### src/rtl/pfx_seq_pkg.sv
package pfx_seq_pkg;
  localparam int BYTE_W = 8;

  typedef enum logic [2:0] {
    PG_BASE   = 3'd0,
    PG_BIT    = 3'd1,
    PG_EXT    = 3'd2,
    PG_IDX    = 3'd3,
    PG_IDXBIT = 3'd4
  } page_e;

  typedef enum logic [1:0] {
    IX_NONE = 2'd0,
    IX_A    = 2'd1,
    IX_B    = 2'd2
  } idx_e;

  typedef enum logic [2:0] {
    ST_IDLE, ST_BIT, ST_EXT, ST_IDX, ST_DISP, ST_XOP
  } st_e;

  localparam logic [BYTE_W-1:0] PFX_BIT = 8'hCB;
  localparam logic [BYTE_W-1:0] PFX_EXT = 8'hED;
  localparam logic [BYTE_W-1:0] PFX_IA  = 8'hDD;
  localparam logic [BYTE_W-1:0] PFX_IB  = 8'hFD;
endpackage

### src/rtl/pfx_seq_fsm.sv
module pfx_seq_fsm
  import pfx_seq_pkg::*;
#(
  parameter int unsigned ADDR_W   = 16,
  parameter logic [ADDR_W-1:0] RESET_PC = '0
) (
  input  logic              clk_i,
  input  logic              rst_ni,
  input  logic              fire_i,
  input  logic [BYTE_W-1:0] byte_i,
  output logic              emit_o,
  output logic [ADDR_W-1:0] em_pc_o,
  output page_e             em_page_o,
  output idx_e              em_idx_o,
  output logic [BYTE_W-1:0] em_disp_o,
  output logic [BYTE_W-1:0] em_op_o,
  output logic [2:0]        em_len_o
);
  st_e               state_q, state_d;
  logic [ADDR_W-1:0] pc_q, start_q, start_d;
  idx_e              idx_q, idx_d;
  logic [BYTE_W-1:0] disp_q, disp_d;

  logic is_ix;
  assign is_ix = (byte_i == PFX_IA) || (byte_i == PFX_IB);

  always_comb begin
    state_d   = state_q;
    start_d   = start_q;
    idx_d     = idx_q;
    disp_d    = disp_q;
    emit_o    = 1'b0;
    em_page_o = PG_BASE;
    em_idx_o  = IX_NONE;
    em_disp_o = '0;
    em_op_o   = byte_i;
    em_len_o  = 3'd1;
    em_pc_o   = (state_q == ST_IDLE) ? pc_q : start_q;
    if (fire_i) begin
      case (state_q)
        ST_IDLE: begin
          start_d = pc_q;
          idx_d   = IX_NONE;
          disp_d  = '0;
          if (byte_i == PFX_BIT)      state_d = ST_BIT;
          else if (byte_i == PFX_EXT) state_d = ST_EXT;
          else if (is_ix) begin
            state_d = ST_IDX;
            idx_d   = (byte_i == PFX_IA) ? IX_A : IX_B;
          end else begin
            emit_o = 1'b1;
          end
        end
        ST_BIT: begin
          emit_o    = 1'b1;
          em_page_o = PG_BIT;
          em_len_o  = 3'd2;
          state_d   = ST_IDLE;
        end
        ST_EXT: begin
          if (byte_i == PFX_EXT) begin
            start_d = pc_q;  // restart at repeated prefix
          end else begin
            emit_o    = 1'b1;
            em_page_o = PG_EXT;
            em_len_o  = 3'd2;
            state_d   = ST_IDLE;
          end
        end
        ST_IDX: begin
          if (is_ix) begin
            start_d = pc_q;  // later prefix governs
            idx_d   = (byte_i == PFX_IA) ? IX_A : IX_B;
          end else if (byte_i == PFX_BIT) begin
            state_d = ST_DISP;
          end else begin
            emit_o    = 1'b1;
            em_page_o = PG_IDX;
            em_idx_o  = idx_q;
            em_len_o  = 3'd2;
            state_d   = ST_IDLE;
          end
        end
        ST_DISP: begin
          disp_d  = byte_i;
          state_d = ST_XOP;
        end
        ST_XOP: begin
          emit_o    = 1'b1;
          em_page_o = PG_IDXBIT;
          em_idx_o  = idx_q;
          em_disp_o = disp_q;
          em_len_o  = 3'd4;
          state_d   = ST_IDLE;
        end
        default: state_d = ST_IDLE;
      endcase
    end
  end

  always_ff @(posedge clk_i or negedge rst_ni) begin
    if (!rst_ni) begin
      state_q <= ST_IDLE;
      pc_q    <= RESET_PC;
      start_q <= RESET_PC;
      idx_q   <= IX_NONE;
      disp_q  <= '0;
    end else begin
      state_q <= state_d;
      start_q <= start_d;
      idx_q   <= idx_d;
      disp_q  <= disp_d;
      if (fire_i) pc_q <= pc_q + ADDR_W'(1);
    end
  end
endmodule

### src/rtl/pfx_seq_legal.sv
module pfx_seq_legal
  import pfx_seq_pkg::*;
(
  input  page_e             page_i,
  input  logic [BYTE_W-1:0] op_i,
  output logic              illegal_o
);
  logic known;
  // extended page: register/io block, or block-transfer group
  assign known     = (op_i[7:6] == 2'b01) || ((op_i[7:5] == 3'b101) && !op_i[2]);
  assign illegal_o = (page_i == PG_EXT) && !known;
endmodule

### src/rtl/pfx_seq_ea.sv
module pfx_seq_ea
  import pfx_seq_pkg::*;
#(
  parameter int unsigned ADDR_W = 16
) (
  input  logic [2:0]        page_i,
  input  logic [1:0]        idx_i,
  input  logic [BYTE_W-1:0] disp_i,
  input  logic [ADDR_W-1:0] idx_a_i,
  input  logic [ADDR_W-1:0] idx_b_i,
  output logic [ADDR_W-1:0] ea_o
);
  localparam int unsigned EXT_W = ADDR_W - BYTE_W;
  logic [ADDR_W-1:0] base, offs;
  assign base = (idx_i == IX_B) ? idx_b_i : idx_a_i;
  assign offs = {{EXT_W{disp_i[BYTE_W-1]}}, disp_i};
  assign ea_o = (page_i == PG_IDXBIT) ? base + offs : '0;
endmodule

### src/rtl/pfx_seq.sv
module pfx_seq
  import pfx_seq_pkg::*;
#(
  parameter int unsigned ADDR_W = 16,
  parameter logic [ADDR_W-1:0] RESET_PC = '0
) (
  input  logic              clk_i,
  input  logic              rst_ni,
  input  logic [7:0]        byte_i,
  input  logic              byte_valid_i,
  output logic              byte_ready_o,
  input  logic [ADDR_W-1:0] idx_a_i,
  input  logic [ADDR_W-1:0] idx_b_i,
  output logic              rec_valid_o,
  input  logic              rec_ready_i,
  output logic [ADDR_W-1:0] rec_pc_o,
  output logic [2:0]        rec_page_o,
  output logic [1:0]        rec_idx_o,
  output logic [7:0]        rec_disp_o,
  output logic [7:0]        rec_op_o,
  output logic [2:0]        rec_len_o,
  output logic              rec_illegal_o,
  output logic [ADDR_W-1:0] rec_ea_o
);
  logic              fire, emit, ill;
  logic [ADDR_W-1:0] em_pc;
  page_e             em_page;
  idx_e              em_idx;
  logic [BYTE_W-1:0] em_disp, em_op;
  logic [2:0]        em_len;

  assign byte_ready_o = !rec_valid_o || rec_ready_i;
  assign fire         = byte_valid_i && byte_ready_o;

  pfx_seq_fsm #(.ADDR_W(ADDR_W), .RESET_PC(RESET_PC)) fsm_i (
    .clk_i, .rst_ni, .fire_i(fire), .byte_i,
    .emit_o(emit), .em_pc_o(em_pc), .em_page_o(em_page), .em_idx_o(em_idx),
    .em_disp_o(em_disp), .em_op_o(em_op), .em_len_o(em_len)
  );

  pfx_seq_legal legal_i (.page_i(em_page), .op_i(em_op), .illegal_o(ill));

  always_ff @(posedge clk_i or negedge rst_ni) begin
    if (!rst_ni) begin
      rec_valid_o   <= 1'b0;
      rec_pc_o      <= '0;
      rec_page_o    <= '0;
      rec_idx_o     <= '0;
      rec_disp_o    <= '0;
      rec_op_o      <= '0;
      rec_len_o     <= '0;
      rec_illegal_o <= 1'b0;
    end else if (emit) begin
      rec_valid_o   <= 1'b1;
      rec_pc_o      <= em_pc;
      rec_page_o    <= em_page;
      rec_idx_o     <= em_idx;
      rec_disp_o    <= em_disp;
      rec_op_o      <= em_op;
      rec_len_o     <= em_len;
      rec_illegal_o <= ill;
    end else if (rec_ready_i) begin
      rec_valid_o   <= 1'b0;
    end
  end

  pfx_seq_ea #(.ADDR_W(ADDR_W)) ea_i (
    .page_i(rec_page_o), .idx_i(rec_idx_o), .disp_i(rec_disp_o),
    .idx_a_i, .idx_b_i, .ea_o(rec_ea_o)
  );
endmodule

### config.mk
export PLATFORM = sky130hd
export DESIGN_NAME = pfx_seq
export DESIGN_NICKNAME = d
export VERILOG_FILES = /design/src/rtl/pfx_seq_pkg.sv /design/src/rtl/pfx_seq_fsm.sv /design/src/rtl/pfx_seq_legal.sv /design/src/rtl/pfx_seq_ea.sv /design/src/rtl/pfx_seq.sv
export SDC_FILE = /design/constraint.sdc
export NUM_CORES = 1
export LEC_CHECK = 0
export BUFFER_PORTS_ARGS = -buffer_cell sky130_fd_sc_hd__clkbuf_2
export CELL_PAD_IN_SITES_DETAIL_PLACEMENT = 0
export CELL_PAD_IN_SITES_GLOBAL_PLACEMENT = 1
export CORE_UTILIZATION = 30
export DETAILED_ROUTE_END_ITERATION = 6
export PLACE_DENSITY_LB_ADDON = 0.3
export SLEW_MARGIN = 20
export SYNTH_ARGS = -nofsm -noshare
export SYNTH_HDL_FRONTEND = slang
export SYNTH_SLANG_ARGS = --single-unit
### constraint.sdc
create_clock -name clk_i -period 3.3 [get_ports clk_i]
set_input_delay 0.165 -clock clk_i [delete_from_list [all_inputs] [get_ports clk_i]]
set_output_delay 0.165 -clock clk_i [all_outputs]
set_load 0.02 [all_outputs]
Word level (Yosys, flattened, before mapping):

Index checks and enable logic that the tools add are counted.

* equal/unequal tests: 19
* add/sub/neg operators: 2
* muxes and demuxes: 46
* reduce and logical (&&, ||, !) cells: 19

Operator list (number)
* $mux W16: 5
* $pmux W16 S3: 1
* $pmux W3 S4: 3
* $eq A8 B8 Y1 const B: 4
* $mux W3: 10
* $mux W2: 12
* $add A16 B1 Y16 const B: 1
* $add A16 B16 Y16: 1
* $mux W8: 2
* $pmux W8 S2: 1
* $eq A3 B3 Y1 const B: 4
* $eq A3 B2 Y1 const B: 3
* $mux W1: 9
* $pmux W2 S2: 2
* $reduce_and A4 Y1: 2
* $reduce_bool A2 Y1: 3
* $ne A2 B1 Y1 const B: 2
* $ne A2 B2 Y1 const B: 2
* $ne A4 B3 Y1 const B: 1
* $pmux W1 S4: 1
* $eq A3 B1 Y1 const B: 1
* $logic_and A1 B1 Y1: 3
* $logic_not A1 Y1: 3
* $logic_not A3 Y1: 1
* 7 further kinds: 9

* bits in registers: 87

Depth between registers and ports, before layout:

Gate-level depths: netlist of run 1.

* depth after elaboration: 8
* depth in mapped cells: 11
* mapped depth without buffers: 10

Modules after synthesis:

Synthesis of run 1 repeated with hierarchy kept, for this count alone.

* cell total of the unflattened synthesis: 472
* area, all modules: 5383.9 µm²

Modules (own cells, without submodules)
* pfx_seq_fsm: area an instance 2486.1 µm², cells each 226, times used 1
* pfx_seq: area an instance 1769.2 µm², cells each 91, times used 1
* pfx_seq_ea: area an instance 1093.5 µm², cells each 151, times used 1
* pfx_seq_legal: area an instance 35.0 µm², cells each 4, times used 1

Least setup slack after synthesis of run 1:

OpenSTA, ideal clock, no wires.

* path type: register to output
* from: register rec_idx_o[0]
* to: output port rec_ea_o[13]
* arrival time: 3.466 ns
* required time: 3.135 ns
* path slack: -0.331 ns
* stages on the path, launching flop included: 11
* cell sequence: dfrtp_1 nand2b_1 clkbuf_1 clkbuf_1 mux2_2 ha_1 and3_1 a221oi_1 o221ai_1 a41oi_1 mux2i_1

* word-level cells in the longest chain between the ends: 4

RTL lines
* start: declaration: RTL line pfx_seq.sv:18 `output logic [1:0] rec_idx_o,`
* start signal: assignment: RTL line pfx_seq.sv:57 `rec_idx_o <= em_idx;`
* $eq A2 B2 Y1: RTL line pfx_seq_ea.sv:15 `assign base = (idx_i == IX_B) ? idx_b_i : idx_a_i;`
* $mux W16: RTL line pfx_seq_ea.sv:15
* $add A16 B16 Y16: RTL line pfx_seq_ea.sv:17 `assign ea_o = (page_i == PG_IDXBIT) ? base + offs : '0;`
* $mux W16: RTL line pfx_seq_ea.sv:17
* end: declaration: RTL line pfx_seq.sv:23 `output logic [ADDR_W-1:0] rec_ea_o`

No other way between the ends.

Final worst setup path of run 1:

* from: register rec_idx_o[0]
* to: output port rec_ea_o[15]

The elaborated chain is that of the path after synthesis.

==> flow_metrics.tcl, run 1 <==
set metrics [dict create \
    status "completed" \
    synthXorXnorAreaFrac_pct 3.96 \
    worst-setup-path-type "reg -> out" \
    postSynth.asyncResetShare_pct 100 \
    n_fill_cell 1641 \
    max_freq_mhz 316 \
    ctsHtreeMaxLevel 3 \
    core-area_um2 15900 \
    crit_path_max_fanout 10 \
    gp_congestion 0.907 \
    finalCriticalPeriod_ns 3.16 \
    crit_path_top_delay_cell "dfrtp_1" \
    synth_seq_area_share_pct 44.2 \
    synth-edff-count 0 \
    place_area_um2 5590 \
    post_cts_buffers 0 \
    drt_iter0_drc 111 \
    dp.final_hpwl_mm 8.73 \
    ys_seq_elements 86 \
    grt.overflow.total 0 \
    start_util_pct 30.6 \
    ant_nets 0 \
    die_y_um 129 \
    crit_chain "nand2b_1 -> buf_6 -> mux2_2 -> ha_1 -> and3_1 -> a221oi_4 -> o221ai_4 -> a41oi_2 -> mux2i_2 -> buf_4" \
    tightest_slew_ns 0.776 \
    clkTransAtPathRegs_ns 0.06 \
    tritoncts "yes" \
    crit_path_max_incr_delay_ns 0.36 \
    worstSetupEndpointType "output port" \
    cts_buffer_depth 2 \
    peakVddDrop_uv 383 \
    synth_area_um2 4870 \
    synth_top_area_share_pct 44.2 \
    grt_pass1_wl_mm 19.5 \
    portBuffers 102 \
    drt_pass1_iterations 4 \
    cts_buffers 9 \
    hold_viol 0 \
    synth_top_area_cell "dfrtp_1" \
    rows 46 \
    whs_ns 0.123 \
    antenna_found_initial 0 \
    drive_gt1_share_pct 36.0 \
    synth.area.mux_share_pct 14.6 \
    leakagePower_nw 2.94 \
    die-area_um2 16700 \
    arrival_ns 3.00 \
    finalSetupViolCount 0 \
    hold_path_depth 3 \
    vias 3848 \
    skew_ns 0.00493 \
    ios 103 \
    clock_latency_ns 0.33 \
    ys_types 57 \
    clockRootBuffer "clkbuf_16" \
    p_per_area_nw_per_um2 611 \
    synth.net_count 537 \
    num_antenna_cells 0 \
    yosysMostFrequentCell "nand2_1" \
    synth-main-ff-cell "dfrtp_1" \
    ys_top_cells_by_area "dfrtp_1 (44%), mux2_2 (11%), nand2_1 (7.2%)" \
    viasPerCell 4.83 \
    clock-sinks 86 \
    cp.required_ns 3.13 \
    start_kind "register" \
    rr_worst_depth 6 \
    fin_nets 639 \
    synthTopCellsByCount "nand2_1 (93), dfrtp_1 (86), mux2_2 (47)" \
    drc 0 \
    yosysWarnings 0 \
    max_cap_violations 0 \
    postSynthAreaPerCell_um2 10.3 \
    area_delta_synth_final_pct 23.7 \
    grt_util_all_layers_pct 14.8 \
    synth_fa_ha_area_share_pct 5.30 \
    slew_headroom_pct 48.3 \
    hold_class "in -> reg" \
    synth-compound-area-share_pct 12.4 \
    synth_top_family_by_area "simple AND/OR/NAND/NOR gates" \
    fin_crit_sh_pct 95.8 \
    wirelength_mm 11.7 \
    yosys.area_share.simple_pct 16.1 \
    slew_viol_final 0 \
    syn_inst 473 \
    design_area_um2 6020 \
    grt_max_degree 87 \
    rsz0062_at_grt "true" \
    avgRoutedWirePerCell_um 14.7 \
    die_w_um 129 \
    grt_pass1_vias 3938 \
]
-- worst max-delay path, delay by kind of cell (launching register included) --
kind,cells,cell delay (ns)
buffers and inverters,2,0.32
and+or+nand+nor,2,0.36
muxes,2,0.57
adders and majority gates,1,0.35
AOI/OAI and AO/OA,3,0.71
DFF,1,0.36
-- logic make-up after synthesis --
family,after synthesis
compound gates,87
xor+xnor,22
fa+ha+maj,20
buf+inv,29
flops,86
mux,61
simple gates,168
-- final cells by class --
cell class | instances | area (um2) | area share, %
well taps | 216 | 270 | 4.49
clock buffers | 11 | 243 | 4.03
repair buffers | 111 | 603 | 10.0
clock inverters | 5 | 35.0 | 0.582
inverters | 9 | 33.8 | 0.561
flip-flops and latches | 86 | 2150 | 35.7
multi-input cells | 358 | 2680 | 44.6
-- per-stage QoR --
step,power [mW],utilization [%],setup TNS (ns),setup WS [ns],std cells
final,3.68,37.9,0,0.139,796
after global routing,3.93,37.9,-0.00602,-0.00602,796
after CTS,3.74,37.5,0,0.00898,795
after detailed placement,2.77,35.2,0,0.208,779
after global placement,2.75,35.2,0,0.276,779
after floorplan,2.38,-,0,0.125,473
-- state kept, by name, summed over array words and instances (netlist names) --
register / flops
rec_illegal_o: 1
rec_disp_o: 8
fsm_i.disp_q: 8
rec_len_o: 3
rec_pc_o: 16
rec_page_o: 2
rec_valid_o: 1
fsm_i.state_q: 3
rec_idx_o: 2
fsm_i.pc_q: 16
rec_op_o: 8
fsm_i.idx_q: 2
fsm_i.start_q: 16
-- placed cells by master (no fill, tap or decap), types with 7 or more instances in the layout --
cell / count
nand2_1: 93
a21oi_1: 11
clkbuf_2: 95
a21o_1: 10
mux2_4: 8
nand4_1: 8
xnor2_1: 15
inv_1: 9
mux2_2: 47
clkbuf_16: 9
buf_4: 12
nor2_1: 20
o21ai_0: 18
a22o_1: 13
ha_1: 14
xor2_1: 7
o21a_1: 7
dfrtp_1: 86
-- metal layers --
| metal | part of all wire (%) | GRT usage, % | up-vias |
|---|---|---|---|
| met5 | 0 | 0 | - |
| met4 | 1.1 | 4.57 | 0 |
| met3 | 4.5 | 2.68 | 12 |
| met2 | 49 | 26.4 | 103 |
| met1 | 45 | 18.0 | 1854 |
| li1 | - | - | 1879 |
-- timing repair --
item,CTS,global route
pin swaps,1,7
setup endpoints to repair,5,7
hold buffers,0,1
resized for setup,12,20
hold endpoints to repair,0,86
-- where the power goes --
group | switching, mW | internal, mW
logic | 0.770 | 0.514
registers | 0.176 | 1.28
clock network | 0.413 | 0.529
total | 1.36 | 2.32
-- worst paths after layout --
kind	startpoint	to	slack [ns]
worst max-delay path	rec_idx_o[0]$_DFFE_PN0P_	rec_ea_o[15]	0.14
worst min-delay path	byte_i[3]	fsm_i.disp_q[3]$_DFFE_PN0P_	0.12
worst max register to register	fsm_i.state_q[2]$_DFFE_PN0P_	rec_pc_o[4]$_DFFE_PN0P_	1.01
worst min register to register	fsm_i.disp_q[7]$_DFFE_PN0P_	fsm_i.disp_q[7]$_DFFE_PN0P_	0.48
max in group asynchronous	rst_ni	fsm_i.idx_q[1]$_DFFE_PN0P_	2.32
min in group asynchronous	rst_ni	fsm_i.start_q[12]$_DFFE_PN0P_	0.45
Note: power is estimated with default switching activity, not from simulation.
==> run 2: changes to the inputs <==
--- a/config.mk
+++ b/config.mk
@@ -14,4 +14,5 @@
 export SLEW_MARGIN = 20
 export SYNTH_ARGS = -nofsm -noshare
 export SYNTH_HDL_FRONTEND = slang
+export SYNTH_HIERARCHICAL = 1
 export SYNTH_SLANG_ARGS = --single-unit
==> run 2 against run 1 <==
Compared with the run above: worst hold slack lost 0.00099 ns; register-to-register slack got worse by 0.02 ns; clock power up 2.7%; flip-flop and latch count up 1; global-route usage decreased by 0.87 points; synthesized area rose by 11%; critical path depth unchanged; power down 19%; wire length rose by 4.9%; die area rose by 10%; first-iteration DRC count up 75%; critical path type unchanged; critical endpoint is now rec_ea_o[9]; largest power group unchanged.
==> flow_metrics.tcl, run 2 <==
set metrics [dict create \
    status "completed" \
    hold_viol 0 \
    p_comb_share_pct 22.9 \
    core-area_um2 17400 \
    fin_crit_sh_pct 95.4 \
    grt.overflow.total 0 \
    mostFrequentLayoutCells "clkbuf_2 (99), dfrtp_1 (87), mux2_4 (49), mux2_2 (40), nand2_1 (40)" \
    gp_congestion 0.839 \
    dp.final_hpwl_mm 9.11 \
    grt_pass1_vias 3838 \
    finalSetupViolCount 0 \
    drive_gt1_share_pct 41.2 \
    reg2reg_slack_ns 0.99 \
    reg2reg_to "rec_pc_o[12]$_DFFE_PN0P_" \
    grt_max_degree 38 \
    viasPerCell 4.80 \
    multi_input_area_um2 2920 \
    cp.required_ns 3.13 \
    seqPwrFrac_pct 44.6 \
    ctsHtreeMaxLevel 3 \
    regArea_um2 2180 \
    synth-main-ff-cell "dfrtp_1" \
    max_cap_violations 0 \
    synth_top_area_share_pct 40.4 \
    clockRootBuffer "clkbuf_16" \
    skew_ns 0.00851 \
    synth.net_count 536 \
    ys_seq_elements 87 \
    pwr-share-clk_pct 32.5 \
    arrival_ns 2.98 \
    place_area_um2 5990 \
    instances_no_fill 795 \
    antenna_found_initial 0 \
    r2r_start "fsm_i/state_q[0]$_DFFE_PN0P_" \
    p_sw_share_pct 29.7 \
    slew_viol_final 0 \
    ant_nets 0 \
    critPathLaunch "rec_idx_o[1]$_DFFE_PN0P_" \
    synthTopCellsByCount "dfrtp_1 (87), mux2_4 (49), mux2_2 (40), nand2_1 (40), a21oi_1 (22)" \
    yosysWarnings 6 \
    synth_seq_area_share_pct 40.4 \
    num_antenna_cells 0 \
    cp.depth 10 \
    worstSetupEndpointType "output port" \
    avgRoutedWirePerCell_um 15.5 \
    cts_buffer_depth 2 \
    rr_worst_depth 6 \
    worst-setup-path-type "reg -> out" \
    postSynth.asyncResetShare_pct 100 \
    n_fill_cell 1758 \
    drt_pass1_iterations 4 \
    start_util_pct 30.9 \
    crit_chain "nand2b_1 -> buf_12 -> mux2_2 -> ha_1 -> a21oi_2 -> a211o_1 -> a21oi_1 -> nor3_1 -> nor3_1 -> clkbuf_2" \
    p_per_area_nw_per_um2 470 \
    synth-edff-count 0 \
    largest_registers "fsm_i/pc_q (16), fsm_i/start_q (16), rec_pc_o (16)" \
    path_buf_inv 2 \
    portBuffers 102 \
    vias 3817 \
    p_int_mw 2.09 \
    cts_buffers 9 \
    dpl.cell_count 776 \
    final_common_cell "clkbuf_2" \
    tightest_slew_ns 0.664 \
    rows 48 \
    ios 103 \
    crit_path_max_incr_delay_ns 0.39 \
    grt_pass1_wl_mm 19.8 \
    crit_path_top_delay_cell "dfrtp_1" \
    area_delta_synth_final_pct 17.4 \
    finalCriticalPeriod_ns 3.15 \
    design_area_um2 6320 \
    ys_types 59 \
    wirelength_mm 12.3 \
    leakagePower_nw 3.09 \
    clock_latency_ns 0.34 \
    p_sw_uw 882 \
    max_freq_mhz 318 \
    synth_area_um2 5380 \
    synth_top_area_cell "dfrtp_1" \
    drt_iter0_drc 194 \
    ys_top_cells_by_area "dfrtp_1 (40%), mux2_4 (14%), mux2_2 (8.4%)" \
    yosysMostFrequentCell "dfrtp_1" \
    finalSetupTns_ns 0 \
    hold_class "in -> reg" \
    rsz0062_at_grt "false" \
    die_y_um 136 \
    slew_headroom_pct 55.6 \
    tritoncts "yes" \
    die-area_um2 18500 \
    clock-sinks 87 \
    grt_util_all_layers_pct 13.9 \
    cpLargestDelayFamily "compound AO/OA/AOI/OAI gates" \
    crit_end "rec_ea_o[9]" \
    fin_nets 629 \
    drc 0 \
    peakVddDrop_uv 229 \
    die_w_um 136 \
    start_kind "register" \
    syn_inst 472 \
    clkTransAtPathRegs_ns 0.06 \
    postSynthAreaPerCell_um2 11.4 \
    cpMostUsedCell "nor3_1" \
    crit_path_max_fanout 16 \
]
run 2: cell count changes in the layout (fill, tap and decap cells not counted), moves of 5 or more:
cell     previous run  this run
mux2_2             47        40
nand2_1            93        40
a21o_1             10         5
mux2_4              8        49
a22o_1             13         0
a21oi_1            11        19
and2_1              3        14
run 2: repair_timing:
item	in CTS	in global routing
endpoints found under the hold margin	34	0
gates resized for setup	1	11
pin swaps	0	3
hold buffers	1	0
setup buffers	0	2
endpoints found under the setup margin	1	7
run 2: how the worst min path moves through the flow:
| stage | start | to | slack, ns | cells after the start |
|---|---|---|---|---|
| after detailed placement | rst_ni | rec_op_o[2]$_DFFE_PN0P_ | 0.16 | 1 |
| after floorplan | rst_ni | fsm_i/disp_q[0]$_DFFE_PN0P_ | -0.13 | 0 |
| after CTS | byte_i[3] | fsm_i/disp_q[3]$_DFFE_PN0P_ | 0.11 | 3 |
| after global placement | rst_ni | rec_op_o[5]$_DFFE_PN0P_ | 0.16 | 1 |
| after global routing | byte_i[0] | rec_op_o[0]$_DFFE_PN0P_ | 0.13 | 2 |
| final | byte_i[3] | fsm_i/disp_q[3]$_DFFE_PN0P_ | 0.12 | 3 |
run 2: layer usage:
layer | global-route usage [%] | share of wire (%) | wire length (um) | vias to the layer above
li1 | - | - | - | 1883
met1 | 17.9 | 47 | 5830 | 1833
met2 | 22.8 | 46 | 5690 | 88
met3 | 2.54 | 4.6 | 561 | 13
met4 | 5.74 | 1.8 | 219 | 0
met5 | 0 | 0 | 0 | -
run 2: final cells by class:
class / count / area share [%]
clock buffers: 11 / 3.84
inverters: 10 / 0.594
well taps: 225 / 4.45
clock inverters: 5 / 0.614
multi-input cells: 345 / 46.2
repair buffers: 112 / 9.82
flip-flops and latches: 87 / 34.4
run 2: logic make-up (layout without fill, tap and decap cells):
logic type | Yosys count | in the layout | share of synthesized area, %
mux | 90 | 90 | 22.2
xor+xnor | 22 | 22 | 3.58
fa+ha+maj | 20 | 20 | 4.79
flops | 87 | 87 | 40.4
compound gates | 78 | 78 | 9.44
simple gates | 135 | 135 | 13.9
buf+inv | 40 | 138 | 5.65
run 2: metrics by stage:
stage          hold WS (ns)  power, mW  utilization (%)  setup slack, ns
5_1_grt               0.130       3.14             36.3          0.00480
3_3_place_gp          0.160       2.02             34.4            0.404
2_1_floorplan        -0.131       1.85                -            0.252
3_5_place_dp          0.160       2.03             34.4            0.363
6_report              0.122       2.97             36.3            0.153
4_1_cts               0.111       3.02             36.1          0.00184
run 2: power by group through the flow:
stage,logic (mW),clock network [mW],registers [mW]
global route,0.743,1.04,1.35
CTS,0.693,1.00,1.33
detailed placement,0.691,0,1.34
finish,0.680,0.967,1.33
floorplan,0.473,0,1.38
global placement,0.687,0,1.34
run 2: tightest hold or removal path: stages:
cell and delay [ns]:
clkbuf_2 0.12, nand2_1 0.07, o21ai_0 0.06
==> run 3: changes to the inputs <==
--- a/config.mk
+++ b/config.mk
@@ -8,7 +8,8 @@
 export BUFFER_PORTS_ARGS = -buffer_cell sky130_fd_sc_hd__clkbuf_2
 export CELL_PAD_IN_SITES_DETAIL_PLACEMENT = 0
 export CELL_PAD_IN_SITES_GLOBAL_PLACEMENT = 1
-export CORE_UTILIZATION = 30
+export CORE_ASPECT_RATIO = 0.5
+export CORE_UTILIZATION = 40
 export DETAILED_ROUTE_END_ITERATION = 6
 export PLACE_DENSITY_LB_ADDON = 0.3
 export SLEW_MARGIN = 20
==> run 3 against run 2 <==
Compared with the run above: sequential power is essentially flat; critical endpoint is now rec_ea_o[10]; count of clock-buffer cells in the layout is the same; clock skew shrank 0.0018 ns; largest cell class unchanged; combinational power is essentially flat; the run now ends with DRC left; die area shrank 25%; critical path type unchanged; sequential share of layout area shrank 0.068 points.
==> flow_metrics.tcl, run 3 (synthesis results as in run 2) <==
set metrics [dict create \
    tightest_slew_ns 0.810 \
    drc 12 \
    grt_util_all_layers_pct 17.4 \
    dp.final_hpwl_mm 8.20 \
    rr_worst_depth 6 \
    n_fill_cell 1205 \
    multi_input_area_um2 2920 \
    die_y_um 84.0 \
    fin_crit_sh_pct 95.2 \
    reg2reg_to "rec_pc_o[11]$_DFFE_PN0P_" \
    violations "DRC" \
    avgRoutedWirePerCell_um 15.4 \
    fin_nets 628 \
    finalCriticalPeriod_ns 3.14 \
    crit_path_top_delay_cell "dfrtp_1" \
    grt_pass1_wl_mm 19.5 \
    leakagePower_nw 3.13 \
    grt_max_degree 64 \
    rows 29 \
    clock_latency_ns 0.34 \
    mostFrequentLayoutCells "clkbuf_2 (98), dfrtp_1 (87), mux2_4 (49), mux2_2 (40), nand2_1 (40)" \
    critPathLaunch "rec_idx_o[0]$_DFFE_PN0P_" \
    drt_pass1_iterations 6 \
    post-place-ws_ns 0.331 \
    wirelength_mm 11.4 \
    vias 3755 \
    worstSetupEndpointType "output port" \
    status "complete, but fails checks" \
    crit_chain "nand2b_4 -> buf_12 -> mux2_2 -> ha_1 -> inv_1 -> fa_1 -> nand3b_1 -> a21oi_2 -> o21bai_1 -> nand3_1 -> nor3b_1 -> buf_2" \
    drive_gt1_share_pct 40.8 \
    crit_path_max_fanout 16 \
    r2r_start "fsm_i/state_q[0]$_DFFE_PN0P_" \
    ctsHtreeMaxLevel 3 \
    die_w_um 166 \
    p_per_area_nw_per_um2 513 \
    gp_congestion 0.799 \
    core-area_um2 12900 \
    finalSetupViolCount 0 \
    grt_pass1_vias 3788 \
    start_kind "register" \
    hold_viol 0 \
    clockRootBuffer "clkbuf_16" \
    drt_iter0_drc 165 \
    largest_registers "fsm_i/pc_q (16), fsm_i/start_q (16), rec_pc_o (16)" \
    regArea_um2 2180 \
    ios 103 \
    cts_buffers 9 \
    viasPerCell 5.08 \
    area_delta_synth_final_pct 17.6 \
    grt.overflow.total 0 \
    setup_slack_ns 0.159 \
    start_util_pct 41.8 \
    reg2reg_slack_ns 0.97 \
    finalSetupTns_ns 0 \
    portBuffers 102 \
    ant_nets 0 \
    antenna_found_initial 0 \
    worst-setup-path-type "reg -> out" \
    final_common_cell "clkbuf_2" \
    hold_class "in -> reg" \
    slew_viol_final 0 \
    num_antenna_cells 0 \
    crit_path_max_incr_delay_ns 0.39 \
    slew_headroom_pct 46.0 \
    max_cap_violations 0 \
    cts_buffer_depth 2 \
    arrival_ns 2.98 \
    clock-sinks 87 \
    skew_ns 0.00670 \
    tritoncts "yes" \
    peakVddDrop_uv 411 \
    crit_end "rec_ea_o[10]" \
    cp.required_ns 3.13 \
    post-route-util_pct 49.2 \
    clkTransAtPathRegs_ns 0.06 \
    die-area_um2 14000 \
    max_freq_mhz 318 \
]
-- run 3: per-stage QoR --
stage | hold WS (ns) | cells | instance area (um2) | total power [mW]
5_1_grt | 0.108 | 739 | 6330 | 3.41
2_1_floorplan | -0.131 | 472 | 5380 | 1.85
3_5_place_dp | 0.303 | 722 | 5920 | 2.02
4_1_cts | 0.0995 | 739 | 6310 | 3.30
6_report | 0.113 | 739 | 6330 | 3.25
3_3_place_gp | 0.311 | 722 | 5920 | 2.02
-- run 3: final cells by class --
class,instances,area share (%)
Multi-Input combinational cell,345,46.2
Sequential cell,87,34.4
Timing Repair Buffer,111,9.64
Clock buffer,11,3.83
Tap cell,170,3.36
Clock inverter,5,2.03
Inverter,10,0.593
-- run 3: worst min-delay path by stage --
stage | start | to | slack [ns] | cells past startpoint
floorplan | rst_ni | fsm_i/disp_q[0]$_DFFE_PN0P_ | -0.13 | 0
global placement | rst_ni | rec_op_o[6]$_DFFE_PN0P_ | 0.31 | 1
detailed placement | rst_ni | rec_page_o[0]$_DFFE_PN0P_ | 0.30 | 1
CTS | byte_i[3] | fsm_i/disp_q[3]$_DFFE_PN0P_ | 0.1 | 3
global route | byte_i[3] | rec_op_o[3]$_DFFE_PN0P_ | 0.11 | 2
finish | byte_i[3] | fsm_i/disp_q[3]$_DFFE_PN0P_ | 0.11 | 3
-- run 3: worst max-delay path: cells and delay by family, from the launching register on --
kind	cells	cell delay [ns]
adder cells (fa/ha/maj)	2	0.55
buffers and inverters	3	0.42
flip-flops	1	0.39
AO/OA/AOI/OAI	2	0.38
multiplexers	1	0.23
AND/OR/NAND/NOR	4	0.67
-- run 3: what timing repair did --
item                                   CTS  global route
hold buffers                             1             0
endpoints found under the hold margin   62             0
pin swaps                                0             3
buffers inserted                         0             0
cloned                                   0             0
gates resized for setup                  2            11
setup endpoints to repair                4             8
-- run 3: report_power, final --
group	switching, mW	internal (mW)	total (mW)
clock network	0.410	0.839	1.25
registers	0.116	1.20	1.32
logic	0.330	0.348	0.678
total	0.855	2.39	3.25
-- run 3: metal layers --
metal | wire length, um | up-vias | part of all wire, % | track usage [%]
met5 | 0 | - | 0 | 0
met4 | 132 | 0 | 1.2 | 5.01
met3 | 604 | 12 | 5.3 | 4.50
met2 | 5050 | 86 | 44 | 27.3
met1 | 5600 | 1782 | 49 | 23.6
li1 | - | 1875 | - | -
